### src/rtl/phrase_sel_pkg.sv
package phrase_sel_pkg;
  localparam int unsigned ADDR_W_DEF = 5;
  localparam int unsigned SYNC_DEF   = 2;
  // synchronized control bundle, bit order fixed for the sync vector
  typedef struct packed {
    logic wake;
    logic strobe_n;
    logic pulse;
  } ctl_t;
  localparam ctl_t CTL_IDLE = '{wake: 1'b0, strobe_n: 1'b1, pulse: 1'b0};
endpackage

### src/rtl/psel_sync.sv
module psel_sync #(
  parameter int unsigned W      = 3,
  parameter int unsigned STAGES = 2,
  parameter logic [W-1:0] RST_V = '0
) (
  input  logic         clk_i,
  input  logic         rst_ni,
  input  logic [W-1:0] d_i,
  output logic [W-1:0] q_o
);
  logic [W-1:0] stg_q [STAGES];

  for (genvar s = 0; s < STAGES; s++) begin : g_stg
    always_ff @(posedge clk_i or negedge rst_ni) begin
      if (!rst_ni) stg_q[s] <= RST_V;
      else if (s == 0) stg_q[s] <= d_i;
      else stg_q[s] <= stg_q[(s == 0) ? 0 : s-1];
    end
  end

  assign q_o = stg_q[STAGES-1];
endmodule

### src/rtl/psel_counter.sv
module psel_counter #(
  parameter int unsigned ADDR_W = 5
) (
  input  logic              clk_i,
  input  logic              rst_ni,
  input  logic              clr_i,
  input  logic              inc_i,
  output logic [ADDR_W-1:0] cnt_o,
  output logic              seen_o
);
  logic [ADDR_W-1:0] cnt_q;
  logic              seen_q;

  always_ff @(posedge clk_i or negedge rst_ni) begin
    if (!rst_ni) begin
      cnt_q  <= '0;
      seen_q <= 1'b0;
    end else if (clr_i) begin
      cnt_q  <= inc_i ? ADDR_W'(1) : '0;
      seen_q <= inc_i;
    end else if (inc_i) begin
      cnt_q  <= cnt_q + 1'b1;  // natural wrap
      seen_q <= 1'b1;
    end
  end

  assign cnt_o  = cnt_q;
  assign seen_o = seen_q;

  AST_NONZERO_SEEN: assert property (@(posedge clk_i) disable iff (!rst_ni)
    (cnt_q != '0) |-> seen_q);
  AST_CLR_RESTART: assert property (@(posedge clk_i) disable iff (!rst_ni)
    (clr_i && !inc_i) |=> (cnt_q == '0 && !seen_q));
endmodule

### src/rtl/phrase_sel_if.sv
module phrase_sel_if
  import phrase_sel_pkg::*;
#(
  parameter int unsigned ADDR_W      = ADDR_W_DEF,
  parameter int unsigned SYNC_STAGES = SYNC_DEF
) (
  input  logic              clk_i,
  input  logic              rst_ni,
  input  logic              strobe_ni,
  input  logic              pulse_i,
  input  logic              wake_i,
  output logic              play_req_o,
  output logic              stop_req_o,
  output logic [ADDR_W-1:0] addr_o,
  output logic              clr_req_o
);
  localparam int unsigned CW = $bits(ctl_t);

  ctl_t              ctl_raw, ctl_s;
  logic [CW-1:0]     ctl_vec;
  logic              strobe_q, pulse_q;
  logic              st_rise, st_fall, pi_rise, combo, active, inc, clr;
  logic [ADDR_W-1:0] cnt;
  logic              seen;

  assign ctl_raw = '{wake: wake_i, strobe_n: strobe_ni, pulse: pulse_i};

  psel_sync #(.W(CW), .STAGES(SYNC_STAGES), .RST_V(CTL_IDLE)) u_sync (
    .clk_i (clk_i),
    .rst_ni(rst_ni),
    .d_i   (ctl_raw),
    .q_o   (ctl_vec)
  );
  assign ctl_s = ctl_t'(ctl_vec);

  always_ff @(posedge clk_i or negedge rst_ni) begin
    if (!rst_ni) begin
      strobe_q <= 1'b1;
      pulse_q  <= 1'b0;
    end else begin
      strobe_q <= ctl_s.strobe_n;
      pulse_q  <= ctl_s.pulse;
    end
  end

  assign st_rise = ctl_s.strobe_n & ~strobe_q;
  assign st_fall = ~ctl_s.strobe_n & strobe_q;
  assign pi_rise = ctl_s.pulse & ~pulse_q;
  assign active  = ctl_s.wake;
  assign combo   = ~ctl_s.wake & ~ctl_s.strobe_n & ctl_s.pulse;
  assign inc     = active & ~ctl_s.strobe_n & pi_rise;
  assign clr     = st_fall | ~active;

  psel_counter #(.ADDR_W(ADDR_W)) u_cnt (
    .clk_i (clk_i),
    .rst_ni(rst_ni),
    .clr_i (clr),
    .inc_i (inc),
    .cnt_o (cnt),
    .seen_o(seen)
  );

  always_ff @(posedge clk_i or negedge rst_ni) begin
    if (!rst_ni) begin
      play_req_o <= 1'b0;
      stop_req_o <= 1'b0;
      clr_req_o  <= 1'b0;
      addr_o     <= '0;
    end else begin
      play_req_o <= active & st_rise & seen;
      stop_req_o <= active & st_rise & ~seen;
      clr_req_o  <= combo;
      if (active && st_rise && seen) addr_o <= cnt;
      else if (combo)                addr_o <= '0;
    end
  end

  AST_REQ_EXCL: assert property (@(posedge clk_i) disable iff (!rst_ni)
    !(play_req_o && stop_req_o));
  AST_PLAY_PULSE: assert property (@(posedge clk_i) disable iff (!rst_ni)
    play_req_o |=> !play_req_o);
  AST_STOP_PULSE: assert property (@(posedge clk_i) disable iff (!rst_ni)
    stop_req_o |=> !stop_req_o);
  AST_STANDBY_QUIET: assert property (@(posedge clk_i) disable iff (!rst_ni)
    (play_req_o || stop_req_o) |-> $past(ctl_s.wake));
  AST_ADDR_HOLD: assert property (@(posedge clk_i) disable iff (!rst_ni)
    (!play_req_o && !clr_req_o) |-> $stable(addr_o));
  AST_CLR_ADDR: assert property (@(posedge clk_i) disable iff (!rst_ni)
    clr_req_o |-> (addr_o == '0));
endmodule

### config.mk
export PLATFORM = sky130hd
export DESIGN_NAME = phrase_sel_if
export DESIGN_NICKNAME = d
export VERILOG_FILES = /design/src/rtl/phrase_sel_pkg.sv /design/src/rtl/psel_sync.sv /design/src/rtl/psel_counter.sv /design/src/rtl/phrase_sel_if.sv
export SDC_FILE = /design/constraint.sdc
export NUM_CORES = 1
export LEC_CHECK = 0
export ABC_AREA = 1
export BUFFER_PORTS_ARGS = -buffer_cell sky130_fd_sc_hd__buf_4
export CORE_MARGIN = 5
export CORE_UTILIZATION = 55
export DETAILED_ROUTE_END_ITERATION = 12
export GPL_TIMING_DRIVEN = 0
export MAX_ROUTING_LAYER = met4
export PLACE_DENSITY = 0.87
export SYNTH_ARGS = -nofsm -noshare
export SYNTH_HDL_FRONTEND = slang
export SYNTH_HIERARCHICAL = 1
export SYNTH_SLANG_ARGS = --single-unit
### constraint.sdc
create_clock -name clk_i -period 2.9 [get_ports clk_i]
set_clock_uncertainty 0.05 [all_clocks]
set_input_delay 0.145 -clock clk_i [delete_from_list [all_inputs] [get_ports clk_i]]
set_output_delay 0.145 -clock clk_i [all_outputs]
set_load 0.02 [all_outputs]
======== Word level (Yosys, flattened, before mapping) ========
Cells that the tools add are included.
storage, ports and cells
  register bits ........................... 22
  output and inout bits ................... 8
  word-level logic and storage cells ...... 38
cells by class
  add/sub/neg operators ................... 1
  mux-type cells .......................... 7
  bitwise logic cells ..................... 16
  reductions and logical operators ........ 4
operators by type and width
  operator                                     number
  2-to-1 mux 5 bit                             4
  bitwise AND 1 bit                            10
  adder 5 x 1 -> 5 bit, second input constant  1
  inverter 1 bit                               5
  nonzero test 2 bit                           2
  2-to-1 mux 1 bit                             3
  logical AND 1 bit                            2
  OR 1 bit                                     1

======== Logic depth before layout (Yosys ltp) ========
  word-level depth ........................ 5
  gate-level depth with buffers ........... 9
  mapped depth without buffers ............ 8

======== Modules after synthesis ========
The synthesis kept the hierarchy.
by module, submodules not included
  module         instances  cells each  area an instance (um2)  seq. area each (um2)
  phrase_sel_if  1          38          387.9                   251.5
  psel_counter   1          34          290.3                   150.1
  psel_sync      1          9           175.2                   152.6

======== Worst setup path before layout ========
Ideal clock, no wire load.
  kind .................................... register to register
  from .................................... register u_sync.stg_q (netlist bit u_sync/q_o[1])
  to ...................................... register u_cnt.cnt_q[3], in the netlist u_cnt/cnt_o[3]
  arrival time ............................ 1.348 ns
  required time ........................... 2.731 ns
  setup slack ............................. 1.383 ns
  cell stages (with the launch flop) ...... 10
  period minus slack after synthesis ...... 1.517 ns
  path through ............................ dfstp_2 > buf_4 > inv_1 > nand2_1 > nor3_1 > nor2_2 > nor2_2 > nand3_1 > nand2_1 > nor2_1
on the way
  cells in the longest elaborated chain, start to end .. 4
  elaborated cells on any way between the ends .. 7
RTL lines
  what                              RTL line             source
  start: declaration                psel_sync.sv:11      logic [W-1:0] stg_q [STAGES];
  start signal: indexed assignment  psel_sync.sv:16      else if (s == 0) stg_q[s] <= d_i;
  start signal: indexed assignment  psel_sync.sv:17      else stg_q[s] <= stg_q[(s == 0) ? 0 : s-1];
  inverter 1 bit                    phrase_sel_if.sv:51  assign inc = active & ~ctl_s.strobe_n & pi_rise;
  bitwise AND 1 bit (2 in series)   phrase_sel_if.sv:51
  named net inc                     phrase_sel_if.sv:22  logic st_rise, st_fall, pi_rise, combo, active, inc, clr;
  nonzero test 2 bit (no line)      -
  end signal: assignment            psel_counter.sv:19   cnt_q <= inc_i ? ADDR_W'(1) : '0;
  end signal: assignment            psel_counter.sv:22   cnt_q <= cnt_q + 1'b1;
  end: declaration                  psel_counter.sv:11   logic [ADDR_W-1:0] cnt_q;
The timed path passes the listed nets, and every way through them passes these cells.
A chain may end at the register's enable or synchronous reset.

======== Worst setup path after layout ========
  from .................................... register u_sync.stg_q (netlist bit u_sync/q_o[1])
  to ...................................... register u_cnt.cnt_q[4], in the netlist u_cnt/cnt_o[4]
Same word-level chain as after synthesis.

==> results by group <==
Outcome
  – Run status: completed

Floorplan
  – Starting density of the core: 57.31%
  – DIE WIDTH: 49.39 um
  – Rows: 14
  – Floorplan Core Area: 1489 um2
  – # IOs: 13
  – Die boundary height: 49.39 um
  – Die outline area: 2439 um2

Flow run
  – Max-cap viol count: 0

STA
  – Maximum clock frequency: 0.5535 GHz
  – Relative slew slack: 52.86%
  – Slew Limit Fails: 0
  – Number of endpoints failing setup at the final stage: 0
  – RSZ-0062 raised after global routing: false
  – Slew at the pin closest to its max-slew limit: 701.6 ps
  – Total negative setup slack: 0 ps
  – Time the worst path needs with I/O delays and setup: 1807 ps
  – Final Hold Fails: 0
  – Period utilisation layout: 62.30%
  – Slack of the critical path: 1093 ps

Hold path
  – Class of the worst hold path: in2async

Critical path
  – Startpoint-to-endpoint class of the critical path: reg2reg
  – Cell-by-cell trace of the critical path: buf_4 > inv_1 > nand2_1 > nor3_1 > nor2_2 > nor2_2 > nand3_1 > nand2_1 > nor2_1
  – Count of buffering cells on the critical path with inverters included: 2
  – Top fanout value on the critical path: 5
  – WP data arrival: 1960 ps
  – Endpoint required time on the critical path: 3050 ps
  – Element type at the critical path start: flip-flop
  – Cell with the largest stage delay on the worst path: sky130_fd_sc_hd__nor3_1
  – Stage delay of the slowest cell on the critical path: 550 ps
  – Crit-path leading delay family: simple AND/OR/NAND/NOR gates
  – CP endpoint kind: flip-flop
  – FF-to-FF setup slack: 1090 ps
  – Source of the worst register-to-register timing path: u_sync/q_o[1]$_DFF_PN1_
  – Reg2reg path depth: 9
  – End of the worst register-to-register path: u_cnt/cnt_o[4]$_DFFE_PN0P_

Detailed routing
  – Post-route ant nets: 0
  – Via Count: 590
  – Number of search-and-repair iterations in the first detailed-routing pass: 4
  – Remaining DRCs: 0
  – Number of DRC markers in iteration 0: 8
  – Routed via count divided by cell count: 5.043
  – Average wire per cell in the routed design: 12.58 um
  – DRT Wirelength: 1.472 mm

Synth
  – Post-synth net total: 87
  – Number of instances in the synthesized netlist: 81
  – Sequential area share after synthesis: 64.96%
  – Post-Syn Area per Cell: 10.53 um2
  – Number of synthesized register bits: 22
  – Syn. warnings: 6
  – Distinct cells, synth: 18
  – Syn Std Cell Area: 853.3 um2

Finish
  – Core Util, Final: 69.83%
  – Filler Cell Count: 105
  – Most frequent cells in the layout: sky130_fd_sc_hd__nand2_1, sky130_fd_sc_hd__dfrtp_1, sky130_fd_sc_hd__buf_4
  – P&R area growth vs syn: 21.85%
  – Layout net count: 108
  – Final std cells w/o fill: 117
  – Fraction of final layout cells sized beyond drive strength 1: 28.71%
  – Diodes inserted: 0

Clocking
  – TritonCTS clock tree: yes
  – Reg clk slew, reported paths: 120 ps
  – Clock Tree Root: sky130_fd_sc_hd__clkbuf_4
  – Count of cells resized by post-cts repair: 0
  – Maximum count of clock buffers along a single path: 2
  – Clock insertion delay at the later pin of the skew report: 290 ps
  – H-Tree Level Count: 1
  – TritonCTS Sinks: 22
  – Inserted Clock Buffers: 3

Placed design
  – Cell total after placement: 109
  – Post-placement worst setup slack: 1134 ps
  – Placed wire-length estimate after detailed placement: 1.100 mm
  – RePlAce Congestion: 0.8026
  – Count of input and output buffers: 12

Power
  – Max VDD drop: 0.0003300 V
  – Total leakage power: 0.5528 nW
  – Cell area power density: 500.4 nW/um2

GRT
  – GRT overflow: 0
  – Largest net degree at the start of global routing: 23
  – Wire length of the first global-routing pass: 2.580 mm
  – Vias in the first global route: 589
  – Number of antenna violations at the first check in global routing: 0
  – All-layer global routing usage: 14.01%
==> layer usage <==
metal  wire length (um)  vias up  global-route usage, %
li1                   -      295                      -
met1                605      278                  14.82
met3                 54        4                  3.976
met2                793       13                  25.11
met4                 18        0                  3.930
met5                  0        -                      -
==> flip-flops by register name, indices dropped and copies added, names as in the netlist <==
| name | cells |
|---|---|
| u_sync/q_o | 3 |
| pulse_q | 1 |
| u_sync/stg_q | 3 |
| u_cnt/seen_o | 1 |
| clr_req_o | 1 |
| stop_req_o | 1 |
| u_cnt/cnt_o | 5 |
| addr_o | 5 |
| strobe_q | 1 |
| play_req_o | 1 |
==> per-stage QoR <==
| stage | hold slack [ps] | instance area [um2] | power (mW) |
|---|---|---|---|
| final | 201.6 | 1040 | 0.5203 |
| after floorplan | -200.6 | 853.3 | 0.3435 |
| after global placement | -9.275 | 963.4 | 0.3577 |
| after detailed placement | -9.219 | 963.4 | 0.3600 |
| after CTS | 202.5 | 1040 | 0.5214 |
| after global routing | 232.7 | 1040 | 0.5409 |
==> kinds of logic after synthesis <==
kind of cell	share of synthesized area (%)
flops	64.96
xor+xnor	1.027
compound gates	3.957
fa+ha+maj	1.466
simple gates	21.55
buf+inv	7.038
==> how the worst max path moves through the flow <==
| stage | start | endpoint | slack (ps) | depth (start not counted) |
|---|---|---|---|---|
| 6_report | u_sync/q_o[1]$_DFF_PN1_ | u_cnt/cnt_o[4]$_DFFE_PN0P_ | 1090 | 9 |
| 4_1_cts | u_sync/q_o[1]$_DFF_PN1_ | u_cnt/cnt_o[3]$_DFFE_PN0P_ | 1110 | 9 |
| 3_3_place_gp | u_sync/q_o[1]$_DFF_PN1_ | u_cnt/cnt_o[4]$_DFFE_PN0P_ | 1220 | 9 |
| 2_1_floorplan | u_sync/q_o[1]$_DFF_PN1_ | u_cnt/cnt_o[3]$_DFFE_PN0P_ | 1380 | 9 |
| 3_5_place_dp | u_sync/q_o[1]$_DFF_PN1_ | u_cnt/cnt_o[4]$_DFFE_PN0P_ | 1130 | 9 |
| 5_1_grt | u_sync/q_o[1]$_DFF_PN1_ | u_cnt/cnt_o[3]$_DFFE_PN0P_ | 970 | 9 |
==> final cells by class <==
class / instances / area (um2) / area share (%)
well taps: 16 / 20.02 / 1.925
multi-input cells: 46 / 239.0 / 22.98
repair buffers: 16 / 130.1 / 12.52
flip-flops and latches: 22 / 554.3 / 53.31
clock buffers: 4 / 36.28 / 3.490
plain buffers: 3 / 22.52 / 2.166
inverters: 10 / 37.54 / 3.610
==> synth_stat cells (all sizes together) <==
library cell,count,share of area (%)
dfstp,3,9.2
o21ai,2,1.2
ha,1,1.5
nor3,1,0.59
nor2,7,4.8
xnor2,1,1.0
nand2,19,8.4
nand3,10,7.0
a21oi,3,1.8
a21o,1,1.0
dfrtp,19,56
nand4,1,0.73
inv,10,4.4
buf,3,2.6
==> what timing repair did <==
action	4_1_cts	5_1_grt
setup endpoints to repair	0	0
hold endpoints to repair	25	0
hold buffers	4	0
setup buffers	0	0
==> power by group <==
part	leakage (nW)	switching, mW	internal [mW]
clock	0.0210	0.0859	0.0765
sequential	0.284	0.00368	0.317
combinational	0.248	0.0216	0.0158
Power figures use the tool's default switching activity.
